### src/rtl/psw_pkg.sv
package psw_pkg;
  localparam int FLAG_W = 8;
  localparam int FIDX_W = $clog2(FLAG_W);

  // Fixed flag positions; the condition logic decodes these.
  localparam int F_C = 0;
  localparam int F_Z = 1;
  localparam int F_N = 2;
  localparam int F_V = 3;
  localparam int F_S = 4;
  localparam int F_H = 5;
  localparam int F_T = 6;
  localparam int F_I = 7;

  typedef enum logic [2:0] {
    CQ_FLAG_SET = 3'd0,
    CQ_FLAG_CLR = 3'd1,
    CQ_SGE      = 3'd2,
    CQ_SLT      = 3'd3,
    CQ_USH      = 3'd4,
    CQ_ULO      = 3'd5,
    CQ_NONE6    = 3'd6,
    CQ_NONE7    = 3'd7
  } cq_mode_e;
endpackage

### src/rtl/psw_flag_merge.sv
module psw_flag_merge
  import psw_pkg::*;
(
  input  logic [FLAG_W-1:0] cur,
  input  logic              alu_we,
  input  logic [FLAG_W-1:0] alu_mask,
  input  logic [FLAG_W-1:0] alu_flags,
  input  logic              sc_valid,
  input  logic              sc_set,
  input  logic [FIDX_W-1:0] sc_idx,
  input  logic              st_valid,
  input  logic              st_bit,
  input  logic              irq_ret,
  output logic [FLAG_W-1:0] nxt
);
  logic [FLAG_W-1:0] alu_stage;
  logic [FLAG_W-1:0] mid_stage;
  logic              derive_s;
  logic              s_value;

  // Stage 1: masked ALU write.
  always_comb begin
    for (int k = 0; k < FLAG_W; k++)
      alu_stage[k] = (alu_we && alu_mask[k]) ? alu_flags[k] : cur[k];
  end

  // Sign is rebuilt from the post-update N and V unless written explicitly.
  assign derive_s = alu_we && (alu_mask[F_N] || alu_mask[F_V]) && !alu_mask[F_S];
  assign s_value  = derive_s ? (alu_stage[F_N] ^ alu_stage[F_V]) : alu_stage[F_S];

  // Stage 2: dedicated writers (bit-store on T, interrupt return on I).
  // Stage 3: indexed set/clear, highest priority.
  for (genvar i = 0; i < FLAG_W; i++) begin : g_bit
    if (i == F_S) begin : g_sign
      assign mid_stage[i] = s_value;
    end else if (i == F_T) begin : g_xfer
      assign mid_stage[i] = st_valid ? st_bit : alu_stage[i];
    end else if (i == F_I) begin : g_ien
      assign mid_stage[i] = irq_ret ? 1'b1 : alu_stage[i];
    end else begin : g_plain
      assign mid_stage[i] = alu_stage[i];
    end
    assign nxt[i] = (sc_valid && (sc_idx == FIDX_W'(i))) ? sc_set : mid_stage[i];
  end
endmodule

### src/rtl/psw_bit_xfer.sv
module psw_bit_xfer #(
  parameter int DATA_W = 8,
  localparam int XIDX_W = $clog2(DATA_W)
) (
  input  logic [DATA_W-1:0] operand,
  input  logic [XIDX_W-1:0] idx,
  input  logic              t_in,
  output logic              store_bit,
  output logic [DATA_W-1:0] load_value
);
  assign store_bit = operand[idx];

  for (genvar i = 0; i < DATA_W; i++) begin : g_ld
    assign load_value[i] = (idx == XIDX_W'(i)) ? t_in : operand[i];
  end
endmodule

### src/rtl/psw_cond_eval.sv
module psw_cond_eval
  import psw_pkg::*;
(
  input  logic [FLAG_W-1:0] flags,
  input  logic [2:0]        mode,
  input  logic [FIDX_W-1:0] sel,
  output logic              taken
);
  logic       picked;
  logic       lt_signed;
  cq_mode_e   m;

  assign m         = cq_mode_e'(mode);
  assign picked    = flags[sel];
  assign lt_signed = flags[F_N] ^ flags[F_V];

  always_comb begin
    unique case (m)
      CQ_FLAG_SET: taken = picked;
      CQ_FLAG_CLR: taken = !picked;
      CQ_SGE:      taken = !lt_signed;
      CQ_SLT:      taken = lt_signed;
      CQ_USH:      taken = !flags[F_C];
      CQ_ULO:      taken = flags[F_C];
      default:     taken = 1'b0;
    endcase
  end
endmodule

### src/rtl/psw_cond_unit.sv
module psw_cond_unit
  import psw_pkg::*;
#(
  parameter int DATA_W = 8,
  localparam int XIDX_W = $clog2(DATA_W)
) (
  input  logic              clk,
  input  logic              rst,
  input  logic              alu_we,
  input  logic [FLAG_W-1:0] alu_mask,
  input  logic [FLAG_W-1:0] alu_flags,
  input  logic              sc_valid,
  input  logic              sc_set,
  input  logic [FIDX_W-1:0] sc_idx,
  input  logic              xfer_store,
  input  logic [XIDX_W-1:0] xfer_idx,
  input  logic [DATA_W-1:0] xfer_operand,
  input  logic              irq_ret,
  input  logic [2:0]        cq_mode,
  input  logic [FIDX_W-1:0] cq_sel,
  output logic [FLAG_W-1:0] flags_q,
  output logic              taken_q,
  output logic [DATA_W-1:0] load_q
);
  logic [FLAG_W-1:0] flags_nxt;
  logic              st_bit;
  logic [DATA_W-1:0] load_nxt;
  logic              taken_nxt;

  psw_bit_xfer #(.DATA_W(DATA_W)) u_xfer (
    .operand    (xfer_operand),
    .idx        (xfer_idx),
    .t_in       (flags_q[F_T]),
    .store_bit  (st_bit),
    .load_value (load_nxt)
  );

  psw_flag_merge u_merge (
    .cur       (flags_q),
    .alu_we    (alu_we),
    .alu_mask  (alu_mask),
    .alu_flags (alu_flags),
    .sc_valid  (sc_valid),
    .sc_set    (sc_set),
    .sc_idx    (sc_idx),
    .st_valid  (xfer_store),
    .st_bit    (st_bit),
    .irq_ret   (irq_ret),
    .nxt       (flags_nxt)
  );

  psw_cond_eval u_cond (
    .flags (flags_q),
    .mode  (cq_mode),
    .sel   (cq_sel),
    .taken (taken_nxt)
  );

  always_ff @(posedge clk) begin
    if (rst) begin
      flags_q <= '0;
      taken_q <= 1'b0;
      load_q  <= '0;
    end else begin
      flags_q <= flags_nxt;
      taken_q <= taken_nxt;
      load_q  <= load_nxt;
    end
  end

  // reset clears every output.
  p_reset_clear_r1: assert property (@(posedge clk)
    rst |=> (flags_q == '0 && !taken_q && load_q == '0));

  // no writer active means the word holds.
  p_idle_hold_r12: assert property (@(posedge clk) disable iff (rst)
    (!alu_we && !sc_valid && !xfer_store && !irq_ret) |=> $stable(flags_q));

  // the indexed set/clear always lands.
  p_sc_wins_r5: assert property (@(posedge clk) disable iff (rst)
    sc_valid |=> (flags_q[$past(sc_idx)] == $past(sc_set)));

  // interrupt return enables I unless a clear on bit 7 overrides.
  p_irq_ret_r8: assert property (@(posedge clk) disable iff (rst)
    (irq_ret && !(sc_valid && sc_idx == FIDX_W'(F_I))) |=> flags_q[F_I]);

  // bit-store copies the operand bit into T.
  p_store_r6: assert property (@(posedge clk) disable iff (rst)
    (xfer_store && !(sc_valid && sc_idx == FIDX_W'(F_T)))
      |=> (flags_q[F_T] == $past(xfer_operand[xfer_idx])));

  // derived sign after an N/V update with S unmasked.
  p_sign_derive_r3: assert property (@(posedge clk) disable iff (rst)
    (alu_we && (alu_mask[F_N] || alu_mask[F_V]) && !alu_mask[F_S] && !sc_valid)
      |=> (flags_q[F_S] == (flags_q[F_N] ^ flags_q[F_V])));

  // signed less-than follows N xor V of the previous word.
  p_slt_r10: assert property (@(posedge clk) disable iff (rst)
    (cq_mode == 3'd3) |=> (taken_q == ($past(flags_q[F_N]) ^ $past(flags_q[F_V]))));

  // reserved modes never report taken.
  p_reserved_r11: assert property (@(posedge clk) disable iff (rst)
    (cq_mode == 3'd6 || cq_mode == 3'd7) |=> !taken_q);
endmodule

### config.mk
export PLATFORM = sky130hd
export DESIGN_NAME = psw_cond_unit
export DESIGN_NICKNAME = d
export VERILOG_FILES = /design/src/rtl/psw_pkg.sv /design/src/rtl/psw_flag_merge.sv /design/src/rtl/psw_bit_xfer.sv /design/src/rtl/psw_cond_eval.sv /design/src/rtl/psw_cond_unit.sv
export SDC_FILE = /design/constraint.sdc
export NUM_CORES = 1
export LEC_CHECK = 0
export ABC_AREA = 1
export BUFFER_PORTS_ARGS = -buffer_cell sky130_fd_sc_hd__buf_2
export CAP_MARGIN = 20
export CORE_MARGIN = 8
export CORE_UTILIZATION = 40
export CTS_BUF_LIST = sky130_fd_sc_hd__clkbuf_8
export DETAILED_ROUTE_END_ITERATION = 12
export HOLD_SLACK_MARGIN = 0.12
export MAX_ROUTING_LAYER = met4
export PLACE_DENSITY = 0.75
export SLEW_MARGIN = 15
export SYNTH_ARGS = -nofsm -noshare
export SYNTH_HDL_FRONTEND = slang
export SYNTH_SLANG_ARGS = --single-unit
### constraint.sdc
create_clock -name clk -period 1.5 [get_ports clk]
set_clock_uncertainty 0.1 [all_clocks]
set_input_delay 0.375 -clock clk [delete_from_list [all_inputs] [get_ports clk]]
set_output_delay 0.375 -clock clk [all_outputs]
set_load 0.02 [all_outputs]
After elaboration in Yosys (flattened, before gate mapping) --
Cells that the tools add are included.
Storage, ports and cells: input port bits 43, output and inout bits 17, register bits 17, word-level logic and storage cells 96
Operators by class: reduce and logical (&&, ||, !) cells 32, order comparisons 2, bitwise operators 2, eq/ne operators 19, multiplexer cells 32
Operators with widths (count):
- $eq 3x3->1 const B | 10
- $mux 1 | 29
- $eq 3x2->1 const B | 6
- $logic_and 1x1->1 | 18
- $eq 3x1->1 const B | 3
- $logic_not 3->1 | 3
- $reduce_bool 3->1 | 3
- $lt 3x4->1 const B | 2
- $bmux 1 s3 | 2
- $pmux 1 s6 | 1
- $reduce_bool 2->1 | 3
- $logic_not 1->1 | 4
- $xor 1x1->1 | 2
- $logic_or 1x1->1 | 1

Longest topological paths before layout --
Gate-level depths: netlist (run 1).
depth in word-level cells 5, gate-level depth with buffers 9, depth with buffers taken out 9

Modules after synthesis --
A second synthesis (run 1) with hierarchy kept.
Unflattened totals: cells, all modules 230, area, all modules 1342.5 µm²
Modules (own cells, without submodules):
- psw_cond_unit | instances 1, area each 494.2 µm², sequential area each 340.3 µm², cells each 53
- psw_flag_merge | instances 1, area each 400.4 µm², sequential area each 0.0 µm², cells each 83
- psw_bit_xfer | instances 1, area each 237.7 µm², sequential area each 0.0 µm², cells each 52
- psw_cond_eval | instances 1, area each 210.2 µm², sequential area each 0.0 µm², cells each 42

Least setup slack after synthesis (run 1) --
Ideal clock, no wire load.
path kind register to register, start register flags_q[3], end register taken_q, data required time 1.291 ns, data arrival time 0.991 ns, path slack 0.300 ns, library setup time 0.109 ns, buffers on the path 0, period minus slack after synthesis 1.200 ns, stages on the path, launching flop included 10, path through dfxtp_1 -> inv_1 -> nand2_1 -> nand3_1 -> nand3_1 -> nand2_1 -> nand2_1 -> nand3_1 -> nand2_1 -> inv_1
On the way: cells in the longest elaborated chain, start to end 4, elaborated cells between the ends (all ways) 6, those cells by class mux (3); bitwise (1); reduce/logical (2)
RTL lines:
- from (decl) | line psw_cond_unit.sv:21 | output logic [FLAG_W-1:0] flags_q,
- from (signal assigned) | line psw_cond_unit.sv:65 | flags_q <= flags_nxt;
- $bmux 1 s3 | line psw_cond_eval.sv:14 | assign picked = flags[sel];
- $mux 1 (not written as such) | line psw_cond_eval.sv:14
- $logic_not 1->1 | line psw_cond_eval.sv:20 | CQ_FLAG_CLR: taken = !picked;
- $pmux 1 s6 (*) | line psw_cond_eval.sv:18 | unique case (m)
- to (signal assigned) | line psw_cond_unit.sv:66 | taken_q <= taken_nxt;
- to (decl) | line psw_cond_unit.sv:22 | output logic taken_q,
Every way passes the cells marked *; elsewhere a longest branch is shown, timed or not. The select of a mux whose other input is x is not followed. A chain may end at the register's enable or synchronous reset.

Final worst setup path (run 1) --
start register flags_q[6], end output port flags_q[6]
No word-level cell between the ends.

==> flow_metrics.env, run 1 <==
export IMPL_total_length_of_routed_wires_um=3190
export IMPL_startpoint_type="flip-flop"
export IMPL_floorplan_core_area_mm2=0.00273
export IMPL_syn_num_nets=224
export IMPL_global_route_overflow=0
export IMPL_clk_path_buf_depth=2
export IMPL_cp_num_buf_inv=1
export IMPL_die_height_um=69.4
export IMPL_slowest_delay_ns=0.42
export IMPL_final_weighted_congestion_of_routability_driven_global_placement=0.806
export IMPL_power_per_cell_area_mw_per_mm2=794
export IMPL_placement_rows=19
export IMPL_hp_class="primary input to flip-flop"
export IMPL_gr_usage_all_layers=0.131
export IMPL_crit_reg2reg_capture="taken_q"
export IMPL_tritoncts="yes"
export IMPL_cts_made_buffers=3
export IMPL_final_nets=285
export IMPL_totalNegativeSetupSlack_ns=0
export IMPL_cts_repair_timing_setup_buffer_count=0
export IMPL_placed_area_mm2=0.00145
export IMPL_clock_latency_ns=0.25
export IMPL_largest_net_degree_at_the_start_of_global_routing=13
export IMPL_rsz0062_at_grt="false"
export IMPL_fp_dieArea_mm2=0.00482
export IMPL_synth_cell_type_count=26
export IMPL_drt_first_iter_violations=71
export IMPL_hold_violations=0
export IMPL_worst_endpoint_required_ns=1.02
export IMPL_critical_path_peak_fanout=6
export IMPL_post_drt_via_cell_ratio=4.78
export IMPL_drive_above_1_share=0.303
export IMPL_diodes=0
export IMPL_route_vias_total=1300
export IMPL_die_width_um=69.4
export IMPL_drt_pass1_iterations=4
export IMPL_reg2reg_launch_point="flags_q[6]"
export IMPL_wl_per_cell_um=11.7
export IMPL_post_route_min_period_ns=1.34
export IMPL_finalPower_mw=1.19
export IMPL_holdPathStages=3
export IMPL_achievable_frequency_mhz=745
export IMPL_syn_mean_instance_area_um2=6.31
export IMPL_via_count_of_the_first_global_routing_pass=1287
export IMPL_clk_transition_reported_paths_ns=0.07
export IMPL_post_cts_resized_instances=0
export IMPL_initial_core_util=0.418
export IMPL_critical_path_top_delay_family="flip-flops"
export IMPL_h_tree_depth=1
export IMPL_whs_ns=0.263
export IMPL_detail_route_antenna_nets=0
export IMPL_drv_cap=0
export IMPL_drc=0
export IMPL_timing_max_transition_violations_final=0
export IMPL_final_cell_area_mm2=0.00150
export IMPL_path_class="flip-flop to primary output"
export IMPL_num_io_pins=60
export IMPL_run_status="finished, final reports clean"
export IMPL_worstRegToRegCells=9
export IMPL_area_growth_pct=31.1
export IMPL_detailedPlace_worstSlack_ns=0.0774
export IMPL_reg2reg_slack_ns=0.23
export IMPL_synth_area_mm2=0.00114
export IMPL_fin_ws_ns=0.159
export IMPL_crit_slowest_cell="dfxtp_1"
export IMPL_slew_worst_pin_ns=0.325
export IMPL_multiInputGateArea_um2=662
export IMPL_syn_inst=181
export IMPL_hold_start="xfer_operand[1]"
export IMPL_sequential_cell_area_um2=340
export IMPL_synth_sequential_area_ratio=0.298
export IMPL_fillerInstances=276
export IMPL_cts_hold_repair_buffers=0
export IMPL_numClockSinks=17
export IMPL_power_leakage_nw=0.808
export IMPL_final_setup_viol_count=0
export IMPL_path_cells="buf_2"
export IMPL_port_buffer_count=59
export IMPL_period_share=0.894
export IMPL_antenna_found_initial=0
export IMPL_yosys_warnings=0
export IMPL_endpoint_kind="primary output"
export IMPL_cts_root_buffer_cell="clkbuf_8"
export IMPL_peakVddDrop_uv=671
export IMPL_worst_hold_path_endpoint="load_q[1]"
export IMPL_yosys_register_bits=17
export IMPL_grt_first_pass_wirelength_um=5410
export IMPL_post_dp_hpwl_um=2610
export IMPL_max_slew_margin=0.783
export IMPL_cp_data_arrival_time_ns=0.87
-- cell usage after synthesis --
library cell | n | area [um2]
xnor2_1 | 1 | 8.76
o21ai_4 | 1 | 16.3
nor3_1 | 4 | 20.0
nand2_2 | 3 | 18.8
inv_1 | 29 | 109
buf_6 | 1 | 11.3
o22ai_1 | 1 | 6.26
nor2_2 | 2 | 12.5
a21oi_1 | 19 | 95.1
nand3_1 | 22 | 110
a21oi_2 | 1 | 8.76
buf_4 | 1 | 7.51
nand2_1 | 41 | 154
nand3b_1 | 1 | 7.51
dfxtp_1 | 17 | 340
o21ai_0 | 14 | 70.1
nor2_1 | 8 | 30.0
nand2_4 | 2 | 22.5
a21oi_4 | 1 | 16.3
a311oi_1 | 3 | 26.3
a31oi_1 | 2 | 12.5
clkbuf_2 | 1 | 5.00
o211ai_1 | 1 | 7.51
nand4_1 | 3 | 18.8
inv_2 | 1 | 3.75
clkinv_1 | 1 | 3.75
-- cells in the final DEF (no fill, tap or decap) --
cell type	instances
buf_2	59
clkbuf_8	3
nor3_1	4
a21oi_1	19
a21oi_4	1
o22ai_1	1
clkinv_1	1
nand3_1	22
nor2_1	8
inv_2	1
nand2_4	2
o211ai_1	1
a21oi_2	1
o21ai_0	14
nand2_2	3
nand3b_1	1
xnor2_1	1
o21ai_4	1
dfxtp_1	17
inv_1	30
nand2_1	41
nand4_1	3
a31oi_1	2
nor2_2	2
a311oi_1	3
-- worst max-delay path by stage --
stage	start	endpoint	slack [ns]	cells after the start
5_1_grt	flags_q[6]	taken_q	0.09	9
3_3_place_gp	alu_we	flags_q[4]	0.14	6
4_1_cts	flags_q[6]	flags_q[6]	0.16	1
3_5_place_dp	alu_we	flags_q[4]	0.08	6
2_1_floorplan	flags_q[3]	taken_q	0.30	9
6_report	flags_q[6]	flags_q[6]	0.16	1
-- cells by family (layout without fill, tap and decap cells) --
group           Yosys count  count (layout)  synth area share
simple gates             86              86             0.345
flops                    17              17             0.298
xor+xnor                  1               1           0.00767
buf+inv                  34              94             0.123
compound gates           43              43             0.227
-- sequential cells by signal, indices dropped and copies added (netlist names) --
name and flops:
flags_q 8, load_q 8, taken_q 1
-- power breakdown --
part           leakage (nW)  total (mW)  switching (mW)  internal, mW
logic                 0.640       0.348           0.213         0.134
clock network        0.0269       0.336           0.155         0.181
registers             0.141       0.505          0.0190         0.486
-- per-stage QoR --
stage / cells / util
after floorplan: 181 / -
after global placement: 268 / 0.531
after detailed placement: 268 / 0.531
after CTS: 272 / 0.548
after global routing: 272 / 0.548
final: 272 / 0.548
-- layer usage --
layer,share of wire,global-route usage
met4,0.018,0.0433
met5,0,-
met2,0.46,0.218
met3,0.045,0.0243
met1,0.47,0.154
-- cell type report --
type / instances / share of cell area
sequential: 17 / 0.227
multi-input combinational: 130 / 0.442
timing repair buffer: 59 / 0.197
tap: 31 / 0.0259
clock inverter: 1 / 0.00251
inverter: 31 / 0.0777
clock buffer: 3 / 0.0276
Note: power is estimated with default switching activity, not from simulation.
==> inputs of run 2 (changes only) <==
==> constraint.sdc (replaced) <==
create_clock -name clk -period 1.7 [get_ports clk]
set_clock_uncertainty 0.1 [all_clocks]
set_input_delay 0.425 -clock clk [delete_from_list [all_inputs] [get_ports clk]]
set_output_delay 0.425 -clock clk [all_outputs]
set_load 0.02 [all_outputs]
==> run 2 against run 1 <==
  * Utilization did not move
  * Cell count did not move
  * Critical path depth unchanged
  * First-iteration DRC count up 2.8%
  * Global-route usage hardly changed
  * Highest routed layer unchanged
  * Register-to-register slack better by 0.21 ns
  * Sequential cell count is the same
==> flow_metrics.env, run 2 (synthesized netlist as in run 1, its figures left out) <==
export IMPL_run_status="finished, final reports clean"
export IMPL_path_cells="buf_2"
export IMPL_global_route_peak_usage_layer="met2"
export IMPL_sequential_cell_area_um2=340
export IMPL_cp_endpoint="flags_q[6]"
export IMPL_period_share=0.817
export IMPL_cts_root_buffer_cell="clkbuf_8"
export IMPL_final_weighted_congestion_of_routability_driven_global_placement=0.805
export IMPL_cp_num_buf_inv=1
export IMPL_slowest_delay_ns=0.41
export IMPL_clk_transition_reported_paths_ns=0.07
export IMPL_port_buffer_count=59
export IMPL_worstRegToRegCells=9
export IMPL_post_drt_via_cell_ratio=4.83
export IMPL_grt_first_pass_wirelength_um=5420
export IMPL_biggestRegsByFlops="flags_q (8), load_q (8), taken_q (1)"
export IMPL_final_setup_viol_count=0
export IMPL_total_length_of_routed_wires_um=3150
export IMPL_grt_use_met3=0.0258
export IMPL_gr_usage_all_layers=0.131
export IMPL_final_nets=285
export IMPL_place_detailed_instances=268
export IMPL_drt_pass1_iterations=4
export IMPL_post_cts_resized_instances=0
export IMPL_critical_path_depth=1
export IMPL_fp_dieArea_mm2=0.00482
export IMPL_grt_use_met2=0.210
export IMPL_cp_data_arrival_time_ns=0.86
export IMPL_antenna_found_initial=0
export IMPL_global_route_overflow=0
export IMPL_post_route_min_period_ns=1.39
export IMPL_peakVddDrop_uv=551
export IMPL_max_slew_margin=0.775
export IMPL_multiInputGateArea_um2=662
export IMPL_crit_reg2reg_capture="taken_q"
export IMPL_critical_path_peak_fanout=6
export IMPL_via_count_of_the_first_global_routing_pass=1294
export IMPL_power_leakage_nw=0.808
export IMPL_largest_net_degree_at_the_start_of_global_routing=13
export IMPL_floorplan_core_area_mm2=0.00273
export IMPL_diodes=0
export IMPL_area_growth_pct=31.1
export IMPL_worst_endpoint_required_ns=1.17
export IMPL_drc=0
export IMPL_hold_violations=0
export IMPL_route_vias_total=1313
export IMPL_hp_class="primary input to flip-flop"
export IMPL_drt_first_iter_violations=73
export IMPL_die_height_um=69.4
export IMPL_detail_route_antenna_nets=0
export IMPL_post_dp_hpwl_um=2630
export IMPL_drv_cap=0
export IMPL_totalNegativeSetupSlack_ns=0
export IMPL_rsz0062_at_grt="false"
export IMPL_final_core_util=0.548
export IMPL_mostFrequentLayoutCells="buf_2, nand2_1, inv_1"
export IMPL_power_per_cell_area_mw_per_mm2=699
export IMPL_clock_latency_ns=0.24
export IMPL_achievable_frequency_mhz=720
export IMPL_cts_hold_repair_buffers=0
export IMPL_numClockSinks=17
export IMPL_startpoint_type="flip-flop"
export IMPL_endpoint_kind="primary output"
export IMPL_cts_made_buffers=3
export IMPL_h_tree_depth=1
export IMPL_initial_core_util=0.418
export IMPL_fillerInstances=289
export IMPL_commonest_non_fill_non_tap_cell_in_the_layout="buf_2"
export IMPL_crit_path_start="flags_q[6]"
export IMPL_slew_worst_pin_ns=0.338
export IMPL_die_width_um=69.4
export IMPL_drive_above_1_share=0.303
export IMPL_tritoncts="yes"
export IMPL_placement_rows=19
export IMPL_reg2reg_launch_point="flags_q[6]"
export IMPL_crit_slowest_cell="dfxtp_1"
export IMPL_reg2reg_slack_ns=0.44
export IMPL_global_route_met1_usage=0.161
export IMPL_critical_path_top_delay_family="flip-flops"
export IMPL_layoutNonFillerInstCount=272
export IMPL_wl_per_cell_um=11.6
export IMPL_clk_path_buf_depth=2
export IMPL_timing_max_transition_violations_final=0
export IMPL_cts_repair_timing_setup_buffer_count=0
export IMPL_path_class="flip-flop to primary output"
export IMPL_num_io_pins=60
==> run 2: report_power, final <==
| part | switching (mW) | internal (mW) | total, mW |
|---|---|---|---|
| logic | 0.187 | 0.119 | 0.306 |
| registers | 0.0167 | 0.429 | 0.446 |
| clock network | 0.135 | 0.160 | 0.295 |
| total | 0.339 | 0.707 | 1.05 |
==> run 2: how the worst min path moves through the flow <==
stage,startpoint,endpoint,slack [ns],depth (start not counted)
finish,xfer_operand[1],load_q[1],0.32,3
global route,xfer_operand[6],load_q[6],0.32,3
floorplan,rst,flags_q[1],0.39,1
detailed placement,flags_q[0],flags_q[0],0.45,2
global placement,flags_q[0],flags_q[0],0.43,2
CTS,xfer_operand[1],load_q[1],0.32,3
==> run 2: final cells by class <==
cell class	instances	area share
Inverter	31	0.0777
Tap cell	31	0.0259
Clock inverter	1	0.00251
Sequential cell	17	0.227
Clock buffer	3	0.0276
Multi-Input combinational cell	130	0.442
Timing Repair Buffer	59	0.197
==> run 2: through the flow <==
stage	hold WS [ns]	total power [mW]	setup WS [ns]	cell area, um2
after floorplan	0.394	0.640	0.476	1140
after global placement	0.432	0.759	0.294	1450
after detailed placement	0.446	0.762	0.221	1450
after CTS	0.318	1.05	0.316	1500
after global routing	0.325	1.11	0.280	1500
final	0.319	1.05	0.312	1500
==> run 2: routing by layer <==
layer | vias to the layer above | part of all wire
met5 | - | 0
met3 | 2 | 0.050
li1 | 718 | -
met2 | 41 | 0.47
met1 | 552 | 0.47
met4 | 0 | 0.0095
